==> config.mk <==
export PLATFORM = sky130hd
export DESIGN_NAME = rts_cts_flow
export DESIGN_NICKNAME = d
export VERILOG_FILES = /design/src/rtl/flowctl_pkg.sv /design/src/rtl/flowctl_dp.sv /design/src/rtl/flowctl_ctrl.sv /design/src/rtl/rts_cts_flow.sv
export SDC_FILE = /design/constraint.sdc
export NUM_CORES = 1
export LEC_CHECK = 0
export BUFFER_PORTS_ARGS = -buffer_cell sky130_fd_sc_hd__buf_2
export CELL_PAD_IN_SITES_DETAIL_PLACEMENT = 1
export CELL_PAD_IN_SITES_GLOBAL_PLACEMENT = 2
export CORE_ASPECT_RATIO = 0.6
export CORE_UTILIZATION = 25
export CTS_CLUSTER_DIAMETER = 120
export CTS_CLUSTER_SIZE = 12
export DETAILED_ROUTE_END_ITERATION = 8
export PLACE_DENSITY = 0.77
export REMOVE_ABC_BUFFERS = 1
export SLEW_MARGIN = 20
export SYNTH_ARGS = -nofsm -noshare
export SYNTH_HDL_FRONTEND = slang
export SYNTH_HIERARCHICAL = 1
export SYNTH_SLANG_ARGS = --single-unit
export TNS_END_PERCENT = 50
==> constraint.sdc <==
create_clock -name clk -period 1.41 [get_ports clk]
set_clock_uncertainty 0.05 [all_clocks]
set_input_delay 0.141 -clock clk [delete_from_list [all_inputs] [get_ports clk]]
set_output_delay 0.141 -clock clk [all_outputs]
set_load 0.005 [all_outputs]
==> src/rtl/flowctl_pkg.sv <==
package flowctl_pkg;
  // Comparator and synchronizer results passed from datapath to control
  typedef struct packed {
    logic atHigh;
    logic canResume;
    logic ctsOn;
  } flowCmp_t;

  // Strobes passed from control back to datapath
  typedef struct packed {
    logic haltNext;
    logic permitLoad;
    logic permitVal;
  } flowStb_t;

  typedef enum logic {RX_RUN = 1'b0, RX_STOP = 1'b1} rxState_t;
endpackage

==> src/rtl/flowctl_dp.sv <==
module flowctl_dp
  import flowctl_pkg::*;
#(
  parameter int CNT_W       = 6,
  parameter int SYNC_STAGES = 2
) (
  input  logic             clk,
  input  logic             rstN,
  input  logic [CNT_W-1:0] fillLevel,
  input  logic [CNT_W-1:0] trigLevel,
  input  logic [CNT_W-1:0] rtsHigh,
  input  logic [CNT_W-1:0] rtsLow,
  input  logic             autoRtsEn,
  input  logic             swRts,
  input  logic             ctsN,
  input  flowStb_t         stb,
  output flowCmp_t         cmp,
  output logic             rtsN,
  output logic             txPermit,
  output logic             rxIrq
);
  localparam int LAST = SYNC_STAGES - 1;

  logic [LAST:0] ctsSync;
  logic          orderOk;

  // Synchronizer chain for the asynchronous CTS input
  genvar g;
  generate
    for (g = 0; g <= LAST; g++) begin : gSync
      if (g == 0) begin : gFirst
        always_ff @(posedge clk or negedge rstN) begin
          if (!rstN) ctsSync[g] <= 1'b0;
          else       ctsSync[g] <= ctsN;
        end
      end else begin : gRest
        always_ff @(posedge clk or negedge rstN) begin
          if (!rstN) ctsSync[g] <= 1'b0;
          else       ctsSync[g] <= ctsSync[g-1];
        end
      end
    end
  endgenerate

  always_comb begin
    orderOk       = rtsLow < rtsHigh;
    cmp.atHigh    = fillLevel >= rtsHigh;
    cmp.canResume = orderOk ? (fillLevel <= rtsLow) : (fillLevel < rtsHigh);
    cmp.ctsOn     = ~ctsSync[LAST];
  end

  always_ff @(posedge clk or negedge rstN) begin
    if (!rstN) begin
      rtsN     <= 1'b1;
      txPermit <= 1'b1;
      rxIrq    <= 1'b0;
    end else begin
      rtsN  <= autoRtsEn ? stb.haltNext : ~swRts;
      rxIrq <= fillLevel >= trigLevel;
      if (stb.permitLoad) txPermit <= stb.permitVal;
    end
  end
endmodule

==> src/rtl/flowctl_ctrl.sv <==
module flowctl_ctrl
  import flowctl_pkg::*;
(
  input  logic     clk,
  input  logic     rstN,
  input  flowCmp_t cmp,
  input  logic     autoCtsEn,
  input  logic     txIdle,
  output flowStb_t stb
);
  rxState_t rxState, rxNext;

  always_comb begin
    rxNext = rxState;
    case (rxState)
      RX_RUN:  if (cmp.atHigh)    rxNext = RX_STOP;
      RX_STOP: if (cmp.canResume) rxNext = RX_RUN;
      default: rxNext = RX_STOP;
    endcase
    stb.haltNext   = (rxNext == RX_STOP);
    stb.permitLoad = txIdle;
    stb.permitVal  = ~autoCtsEn | cmp.ctsOn;
  end

  always_ff @(posedge clk or negedge rstN) begin
    if (!rstN) rxState <= RX_STOP;
    else       rxState <= rxNext;
  end
endmodule

==> src/rtl/rts_cts_flow.sv <==
module rts_cts_flow
  import flowctl_pkg::*;
#(
  parameter int CNT_W       = 6,
  parameter int SYNC_STAGES = 2
) (
  input  logic             clk,
  input  logic             rstN,
  input  logic [CNT_W-1:0] fillLevel,
  input  logic [CNT_W-1:0] trigLevel,
  input  logic [CNT_W-1:0] rtsHigh,
  input  logic [CNT_W-1:0] rtsLow,
  input  logic             autoRtsEn,
  input  logic             swRts,
  input  logic             autoCtsEn,
  input  logic             ctsN,
  input  logic             txIdle,
  output logic             rtsN,
  output logic             txPermit,
  output logic             rxIrq
);
  flowCmp_t cmp;
  flowStb_t stb;

  flowctl_dp #(.CNT_W(CNT_W), .SYNC_STAGES(SYNC_STAGES)) u_dp (
    .clk(clk), .rstN(rstN), .fillLevel(fillLevel), .trigLevel(trigLevel),
    .rtsHigh(rtsHigh), .rtsLow(rtsLow), .autoRtsEn(autoRtsEn), .swRts(swRts),
    .ctsN(ctsN), .stb(stb), .cmp(cmp), .rtsN(rtsN), .txPermit(txPermit),
    .rxIrq(rxIrq)
  );

  flowctl_ctrl u_ctrl (
    .clk(clk), .rstN(rstN), .cmp(cmp), .autoCtsEn(autoCtsEn),
    .txIdle(txIdle), .stb(stb)
  );
endmodule

# ---- Word level (Yosys, flattened, before mapping)
# Cells that the tools add are included.
dict set report totals {
  reg_bits 6
  latch_bits 0
  ram_bits 0
  romBits 0
  inputBits 31
  n_memories 0
}
dict set report op_classes {
  addsub 0
  multipliers 0
  div 0
  n_lt_le_gt_ge 5
  eq_ne 0
  shift 0
  muxes 5
  bitwise 5
  reduce_logical 0
}
# cell n
set op_table {}
lappend op_table {{$ge A6 B6 Y1} 2}
lappend op_table {{$lt A6 B6 Y1} 2}
lappend op_table {{$le A6 B6 Y1} 1}
lappend op_table {{$mux W1} 4}
lappend op_table {{$not A1 Y1} 4}
lappend op_table {{$pmux W1 S2} 1}
lappend op_table {{$or A1 B1 Y1} 1}

# ---- Depth between registers and ports, before layout
# Gate-level depths: netlist of the first run.
dict set report depth {
  word_depth 5
  ltp_mapped 11
  mapped_depth_nobuf 10
}

# ---- Cells and area by module
# The synthesis of the first run kept the hierarchy.
# mod n_inst cells_each area_each_um2 seq_area_each_um2
set modules_own_cells {}
lappend modules_own_cells {flowctl_dp 1 81 701.9 127.6}
lappend modules_own_cells {flowctl_ctrl 1 6 61.3 26.3}

# ---- Worst setup path after synthesis of the first run
# OpenSTA, ideal clock, no wires.
dict set report synth_path {
  kind {input-to-reg}
  startpoint {input port rtsLow[4]}
  endpoint {register u_dp.rtsN}
  setup_time_ns 0.084
  arrival_time_ns 1.385
  required_ns 1.276
  path_slack_ns -0.109
  stages 10
  path_cell_list {inv_1 -> ha_1 -> a21oi_2 -> a21boi_1 -> o32a_1 -> mux2i_1 -> mux2i_1 -> buf_4 -> nand2_1 -> o21ai_0}
}
# element line
set synth_rtl {}
lappend synth_rtl {{start, declared} rts_cts_flow.sv:12} ;# input logic [CNT_W-1:0] rtsLow,
lappend synth_rtl {{end signal, assigned} flowctl_dp.sv:58} ;# rtsN <= autoRtsEn ? stb.haltNext : ~swRts;
lappend synth_rtl {{end, declared} flowctl_dp.sv:18} ;# output logic rtsN,

==> results of run 1 <==
metrics by stage:
stage | cell area [µm²] | setup slack (ps) | utilization (%)
after floorplan | 748.2 | 5.638 | -
after global placement | 1018 | -317.9 | 35.24
after detailed placement | 1018 | -255.9 | 35.24
after CTS | 1106 | 0.2968 | 38.27
after global routing | 1242 | -56.39 | 42.99
final | 1242 | 54.45 | 42.99
metal layers:
metal	track usage, %	share of wire [%]
met2	21.11	45
met1	18.10	51
met5	0	0
met3	3.348	3.3
met4	3.462	0.60
final timing paths:
check                      depth (start not counted)              end
max                                               10        u_dp/rtsN
min                                                2        u_dp/rtsN
min in group asynchronous                          2       u_dp/rxIrq
max reg2reg                                        3        u_dp/rtsN
min reg2reg                                        0  u_dp/ctsSync[1]
max in group asynchronous                          2    u_dp/txPermit
area by class of cell:
class	count	share of cell area, %
inverter	22	7.049
timing repair buffer	42	22.96
tap	42	4.230
clock buffer	4	3.625
multi-input combinational	57	49.75
sequential	6	12.39
cell usage in the layout (no fill, tap or decap):
| master | netlist | routed |
|---|---|---|
| sky130_fd_sc_hd__buf_8 | 0 | 1 |
| sky130_fd_sc_hd__a21oi_1 | 5 | 4 |
| sky130_fd_sc_hd__ha_1 | 23 | 16 |
| sky130_fd_sc_hd__nand2b_1 | 4 | 4 |
| sky130_fd_sc_hd__a211oi_2 | 0 | 1 |
| sky130_fd_sc_hd__o21ai_1 | 0 | 2 |
| sky130_fd_sc_hd__mux2i_1 | 2 | 1 |
| sky130_fd_sc_hd__clkbuf_1 | 0 | 1 |
| sky130_fd_sc_hd__a21boi_1 | 1 | 1 |
| sky130_fd_sc_hd__buf_2 | 0 | 26 |
| sky130_fd_sc_hd__mux2i_2 | 0 | 1 |
| sky130_fd_sc_hd__o31ai_1 | 1 | 1 |
| sky130_fd_sc_hd__o21bai_1 | 1 | 1 |
| sky130_fd_sc_hd__dfrtp_1 | 3 | 3 |
| sky130_fd_sc_hd__inv_1 | 22 | 17 |
| sky130_fd_sc_hd__ha_4 | 0 | 7 |
| sky130_fd_sc_hd__nor2_1 | 1 | 1 |
| sky130_fd_sc_hd__clkbuf_8 | 0 | 3 |
| sky130_fd_sc_hd__buf_6 | 0 | 6 |
| sky130_fd_sc_hd__a21o_1 | 3 | 3 |
| sky130_fd_sc_hd__nand3_1 | 1 | 1 |
| sky130_fd_sc_hd__dlygate4sd3_1 | 0 | 2 |
| sky130_fd_sc_hd__a211oi_1 | 2 | 1 |
| sky130_fd_sc_hd__inv_2 | 0 | 3 |
| sky130_fd_sc_hd__o32a_1 | 1 | 1 |
| sky130_fd_sc_hd__nand2_1 | 4 | 4 |
| sky130_fd_sc_hd__dfstp_2 | 3 | 3 |
| sky130_fd_sc_hd__buf_4 | 2 | 7 |
| sky130_fd_sc_hd__o2111ai_1 | 1 | 1 |
| sky130_fd_sc_hd__mux2_2 | 1 | 1 |
| sky130_fd_sc_hd__nand4_1 | 2 | 2 |
| sky130_fd_sc_hd__o221ai_2 | 0 | 1 |
| sky130_fd_sc_hd__a21oi_2 | 1 | 2 |
| sky130_fd_sc_hd__inv_4 | 0 | 2 |
cells by family (layout without fill, tap and decap cells):
logic type / after synthesis / in the layout / synth area share [%]
buffers and inverters: 24 / 68 / 12.79
adder cells (fa/ha/maj): 23 / 23 / 37.71
AO/OA/AOI/OAI: 19 / 19 / 17.21
AND/OR/NAND/NOR: 12 / 12 / 8.030
flip-flops: 6 / 6 / 20.16
multiplexers: 3 / 3 / 4.098
power by group:
part	internal (mW)	switching (mW)	total [mW]
clock network	0.194	0.0730	0.267
logic	0.182	0.148	0.329
registers	0.207	0.0108	0.218
sequential cells by signal, indices dropped and copies added (netlist names):
name,flops
u_ctrl/rxState,1
u_dp/ctsSync,2
u_dp/rtsN,1
u_dp/rxIrq,1
u_dp/txPermit,1
repair_timing:
action / in CTS / in global routing
hold buffers: 2 / 0
gates cloned: 0 / 0
pin swaps: 1 / 13
hold endpoints to repair: 7 / 0
setup endpoints to repair: 1 / 2
resized for setup: 3 / 32
==> parameters.txt, run 1 <==
Parameter                              Value

Clock network
  Total clock sinks ... 6
  Clock transition at the registers of the reported paths ... 30 ps
  Maximum number of buffers from clock root to sink ... 2
  CTS tree ... yes
  Number of H-tree branching levels ... 1
  Clock network latency to the later pin of the worst-skew pair ... 220 ps
  Post-CTS Setup Bufs ... 0
  TritonCTS buffer count ... 3
  Library cell used as clock root buffer ... sky130_fd_sc_hd__clkbuf_8

Routing
  Remaining design rule violation count ... 0
  Number of DRC markers in iteration 0 ... 7
  Vias per std cell ... 4.214
  Wire length per cell after detailed routing ... 12.62 µm
  Via total after detailed routing ... 729
  Routed wire length ... 2183 µm
  Iteration count of the initial detailed-routing pass ... 3
  Post-detailed-route count of antenna-violating nets ... 0

Timing
  Hold Worst Slack ... 16.92 ps
  Relative slew slack ... 85.34%
  Highest clock frequency the design can meet ... 737.7 MHz
  Final setup vio count ... 0
  RSZ-0062 raised after global routing ... true
  Final period util ... 96.14%
  Worst Tran Pin Value ... 218.5 ps
  Number of hold violations in the final report ... 0
  Minimum clock period ... 1356 ps
  Setup total negative slack ... 0 ps
  Number of pins with negative max-slew slack in the final report ... 0

Synth
  Post-synthesis instance area ... 763.2 µm²
  Biggest area consumer among synthesized cells ... sky130_fd_sc_hd__ha_1
  Asr flop ratio synth ... 100.0%
  Count of flip-flops with a built-in enable after synthesis ... 0
  Flops & latches, synth ... 6
  Post-synthesis sequential area ratio ... 20.16%
  Instance count of the mapped netlist ... 87
  Count of yosys warnings during synthesis ... 6
  Cell types occupying the most area after synthesis ... sky130_fd_sc_hd__ha_1 38%, sky130_fd_sc_hd__inv_1 11%, sky130_fd_sc_hd__dfstp_2 10%, sky130_fd_sc_hd__dfrtp_1 9.8%, sky130_fd_sc_hd__a21oi_1 3.3%
  Leading cell type by number of instances after synthesis ... sky130_fd_sc_hd__ha_1
  Post-synthesis average cell area ... 8.773 µm²
  Leading cell types by count after synthesis ... 23 x sky130_fd_sc_hd__ha_1, 22 x sky130_fd_sc_hd__inv_1, 5 x sky130_fd_sc_hd__a21oi_1, 4 x sky130_fd_sc_hd__nand2_1, 4 x sky130_fd_sc_hd__nand2b_1
  Most instantiated flip-flop cell in the synthesis netlist ... sky130_fd_sc_hd__dfstp_2
  Area share of the leading cell type in the synthesized netlist ... 37.70%
  Distinct cells, synth ... 23

Die
  Site row count ... 15
  Horiz. Die Dim ... 73.33 µm
  Core Footprint ... 2890 µm²
  Effective utilization at floorplan ... 26.41%
  DIE AREA ... 3285 µm²
  Vert. Die Dim ... 44.80 µm
  # IOs ... 34

Critical path
  First element of the critical path ... rtsLow[3]
  Worst setup SP type ... primary input
  Crit end category ... register
  Cell with the largest stage delay on the worst path ... sky130_fd_sc_hd__o32a_1
  Critical path, cell by cell ... buf_2 > inv_1 > ha_4 > nand3_1 > a21boi_1 > o32a_1 > mux2i_1 > mux2i_2 > nand2_1 > o21ai_1
  Critical Path RT ... 1510 ps
  Worst setup path class ... in -> reg
  R2r setup slk ... 380 ps
  Kind of cell adding the most delay to the critical path ... compound AO/OA/AOI/OAI gates
  Data arrival time of the critical path ... 1450 ps
  Critical path peak fanout ... 2
  Delay contributed by the slowest stage of the critical path ... 340 ps
  Worst reg2reg startpoint ... u_ctrl/rxState
  Combined buffer and inverter count along the critical path ... 2

Worst hold path
  Worst hold path type ... in -> reg
  HP Start ... swRts

Power and ir drop
  Leak pwr ... 0.6446 nW
  Worst vdd rail ir drop ... 0.3462 mV
  Pwr Density ... 655.8 nW/µm²
  Overall power consumption ... 0.8148 mW

Run
  Max-cap violations ... 0

Finish
  Area of combinational cells with multiple inputs ... 618.1 µm²
  P&R area growth vs syn ... 62.79%
  Final Instance Count excl. Fillers ... 173
  Layout cell share with drive strength beyond 1 ... 48.85%
  ANT cells ... 0
  Final-stage net count ... 186
  Register Area ... 153.9 µm²
  Count of fill cells added during filler insertion ... 353

Placed design
  Number of placed instances with taps included ... 167
  Placer's final routability congestion estimate ... 0.7212
  Count of buffers from port buffering ... 33
  Final HPWL DP ... 1690 µm

Run status
  Status ... complete, no violations

GRT
  All-Layer GR Usage ... 13.25%
  Initial antenna violation count ... 0
  Global-route wire length before repair ... 3111 µm
  Largest net degree at the start of global routing ... 7
  Total congestion overflow after global routing ... 0
  Vias in the first global route ... 710
(Power assumes the default switching activity.)
==> run 2: changes to the inputs <==
--- a/config.mk
+++ b/config.mk
@@ -10,6 +10,7 @@
 export CELL_PAD_IN_SITES_GLOBAL_PLACEMENT = 2
 export CORE_ASPECT_RATIO = 0.6
 export CORE_UTILIZATION = 25
+export CTS_BUF_LIST = sky130_fd_sc_hd__clkbuf_8 sky130_fd_sc_hd__clkbuf_16
 export CTS_CLUSTER_DIAMETER = 120
 export CTS_CLUSTER_SIZE = 12
 export DETAILED_ROUTE_END_ITERATION = 8
==> run 2 against run 1 <==
Register-to-register slack about the same. Sequential power about the same. Count of clock-buffer cells in the layout decreased by 1. Die area unchanged. Combinational power about the same. Design area did not move. Critical path depth unchanged. Sequential share of layout area did not move. Non-clock buffer count unchanged. Flip-flop and latch count is the same. Critical path type unchanged. Critical endpoint unchanged.
==> parameters.txt, run 2 (same netlist as run 1, synthesis figures left out) <==
Parameter                              Value

Routing
  Post-detailed-route count of antenna-violating nets ... 0 (unchanged)
  Wire length per cell after detailed routing ... 12.62 µm (unchanged)
  Number of DRC markers in iteration 0 ... 7 (unchanged)
  Iteration count of the initial detailed-routing pass ... 3 (unchanged)
  Vias per std cell ... 4.214 (unchanged)
  Remaining design rule violation count ... 0 (unchanged)
  Via total after detailed routing ... 729 (unchanged)
  Routed wire length ... 2183 µm (unchanged)

Power and ir drop
  Leak pwr ... 0.6488 nW (+0.64%)
  Overall power consumption ... 0.8081 mW (-0.82%)
  Seq pwr share ... 27.0% (+0.2 points)
  Proportion of total power due to net switching ... 28.73% (+0.32 points)
  Clock power share ... 32.3% (-0.5 points)
  Pwr Density ... 650.4 nW/µm² (-0.82%)
  Int Pwr ... 0.5759 mW (-1.3%)
  Worst vdd rail ir drop ... 0.3454 mV (-0.24%)
  Combinational power share ... 40.8% (+0.4 points)
  Switching Power ... 0.2322 mW (+0.31%)

Run
  Max-cap violations ... 0 (unchanged)

Finish
  Register ranked first by flip-flop count ... u_dp/ctsSync
  Most frequent cells in the layout ... 26 x sky130_fd_sc_hd__buf_2, 18 x sky130_fd_sc_hd__inv_1, 16 x sky130_fd_sc_hd__ha_1
  Count of fill cells added during filler insertion ... 353 (unchanged)
  Layout cell share with drive strength beyond 1 ... 48.85% (unchanged)
  Final-stage net count ... 186 (unchanged)
  P&R area growth vs syn ... 62.79% (unchanged)
  Register Area ... 153.9 µm² (unchanged)
  Leading cell type in the layout, fill and taps excluded ... sky130_fd_sc_hd__buf_2
  Post-layout instance area ... 1242 µm² (unchanged)
  Area of combinational cells with multiple inputs ... 618.1 µm² (unchanged)
  Largest register FFs ... 2 (unchanged)
  ANT cells ... 0 (unchanged)

GRT
  Total congestion overflow after global routing ... 0 (unchanged)
  Largest net degree at the start of global routing ... 7 (unchanged)
  Initial antenna violation count ... 0 (unchanged)
  All-Layer GR Usage ... 13.25% (unchanged)
  Vias in the first global route ... 710 (unchanged)
  Global-route wire length before repair ... 3111 µm (unchanged)

Clock network
  TritonCTS buffer count ... 3 (unchanged)
  Maximum number of buffers from clock root to sink ... 2 (unchanged)
  Clock transition at the registers of the reported paths ... 30 ps (about the same)
  Library cell used as clock root buffer ... sky130_fd_sc_hd__clkbuf_8
  Total clock sinks ... 6 (unchanged)
  Post-CTS Setup Bufs ... 0 (unchanged)
  Clock network latency to the later pin of the worst-skew pair ... 220 ps (about the same)
  Number of H-tree branching levels ... 1 (unchanged)
  CTS tree ... yes

Placed design
  Count of buffers from port buffering ... 33 (unchanged)
  Final HPWL DP ... 1690 µm (unchanged)
  Pre-CTS setup slack ... -255.9 ps (unchanged)
  Placer's final routability congestion estimate ... 0.7212 (unchanged)
  Placement-stage cell area ... 1018 µm² (unchanged)

Run status
  Status ... complete, no violations

Critical path
  Data arrival time of the critical path ... 1450 ps (about the same)
  Worst r2r dst ... u_dp/rtsN
  Worst reg2reg startpoint ... u_ctrl/rxState
  Critical Path RT ... 1510 ps (about the same)
  Kind of cell adding the most delay to the critical path ... compound AO/OA/AOI/OAI gates
  Worst setup SP type ... primary input
  Delay contributed by the slowest stage of the critical path ... 340 ps (about the same)
  Cell with the largest stage delay on the worst path ... sky130_fd_sc_hd__o32a_1
  Critical path, cell by cell ... buf_2 > inv_1 > ha_4 > nand3_1 > a21boi_1 > o32a_1 > mux2i_1 > mux2i_2 > nand2_1 > o21ai_1
  Critical path peak fanout ... 2 (unchanged)
  R2r setup slk ... 380 ps (about the same)
  Combined buffer and inverter count along the critical path ... 2 (unchanged)
  R2R depth ... 3 (unchanged)
  Crit end category ... register
  Worst setup path class ... in -> reg

Timing
  RSZ-0062 raised after global routing ... true
  Minimum clock period ... 1356 ps (unchanged)
  Highest clock frequency the design can meet ... 737.7 MHz (unchanged)
  Relative slew slack ... 85.34% (unchanged)
  Hold Worst Slack ... 16.92 ps (unchanged)
  Final period util ... 96.14% (unchanged)
  Number of hold violations in the final report ... 0 (unchanged)
  Worst Tran Pin Value ... 218.5 ps (unchanged)
  Final setup vio count ... 0 (unchanged)
  Number of pins with negative max-slew slack in the final report ... 0 (unchanged)
  Worst setup slack after layout ... 54.45 ps (unchanged)

Worst hold path
  Worst hold path type ... in -> reg
  WHS Path Cells ... 2 (unchanged)
  Hold-critical path endpoint ... u_dp/rtsN
  HP Start ... swRts

Die
  Effective utilization at floorplan ... 26.41% (unchanged)
  DIE AREA ... 3285 µm² (unchanged)
  Horiz. Die Dim ... 73.33 µm (unchanged)
  # IOs ... 34 (unchanged)
  Vert. Die Dim ... 44.80 µm (unchanged)
  Site row count ... 15 (unchanged)
  Core Footprint ... 2890 µm² (unchanged)
-- run 2: worst max path at each step --
stage               depth (start not counted)  slack, ps         to          from
floorplan                                   9          6  u_dp/rtsN     rtsLow[4]
global placement                           10       -320  u_dp/rtsN  fillLevel[3]
detailed placement                         10       -260  u_dp/rtsN  fillLevel[3]
CTS                                         9        0.3  u_dp/rtsN  fillLevel[4]
global route                               11        -60  u_dp/rtsN    rtsHigh[3]
finish                                     10         50  u_dp/rtsN     rtsLow[3]
-- run 2: layout make-up --
cell class                      count  area share, %
Multi-Input combinational cell     57          49.75
Timing Repair Buffer               42          22.96
Sequential cell                     6          12.39
Inverter                           22          7.049
Tap cell                           42          4.230
Clock buffer                        3          3.323
Clock inverter                      1         0.3021
-- run 2: worst reg2reg max path, delay by kind of cell, from the launching register on --
| kind | cells | cell delay (ps) |
|---|---|---|
| compound gates | 1 | 70 |
| flops | 1 | 530 |
| mux | 1 | 230 |
| simple gates | 1 | 70 |
-- run 2: power by group through the flow --
stage | sequential [mW] | combinational (mW) | clock (mW)
floorplan | 0.218 | 0.136 | 0
global placement | 0.216 | 0.249 | 0
detailed placement | 0.217 | 0.257 | 0
CTS | 0.217 | 0.276 | 0.270
global route | 0.219 | 0.372 | 0.282
finish | 0.218 | 0.329 | 0.261
-- run 2: per-stage QoR --
| stage | instances | setup TNS, ps | utilization, % |
|---|---|---|---|
| after global placement | 167 | -535.9 | 35.24 |
| after global routing | 173 | -56.39 | 42.99 |
| after CTS | 173 | 0 | 38.27 |
| after detailed placement | 167 | -448.1 | 35.24 |
| final | 173 | 0 | 42.99 |
| after floorplan | 85 | 0 | - |
-- run 2: metal layers --
metal	track usage (%)	vias to the layer above	part of all wire, %
met5	0	-	0
met1	18.10	324	51
met3	3.348	2	3.3
met4	3.462	0	0.60
met2	21.11	19	45
li1	-	384	-
-- run 2: timing repair --
item / CTS / global route
endpoints found under the setup margin: 1 / 2
hold buffers: 2 / 0
pin swaps: 1 / 13
hold endpoints to repair: 7 / 0
resized for setup: 3 / 32
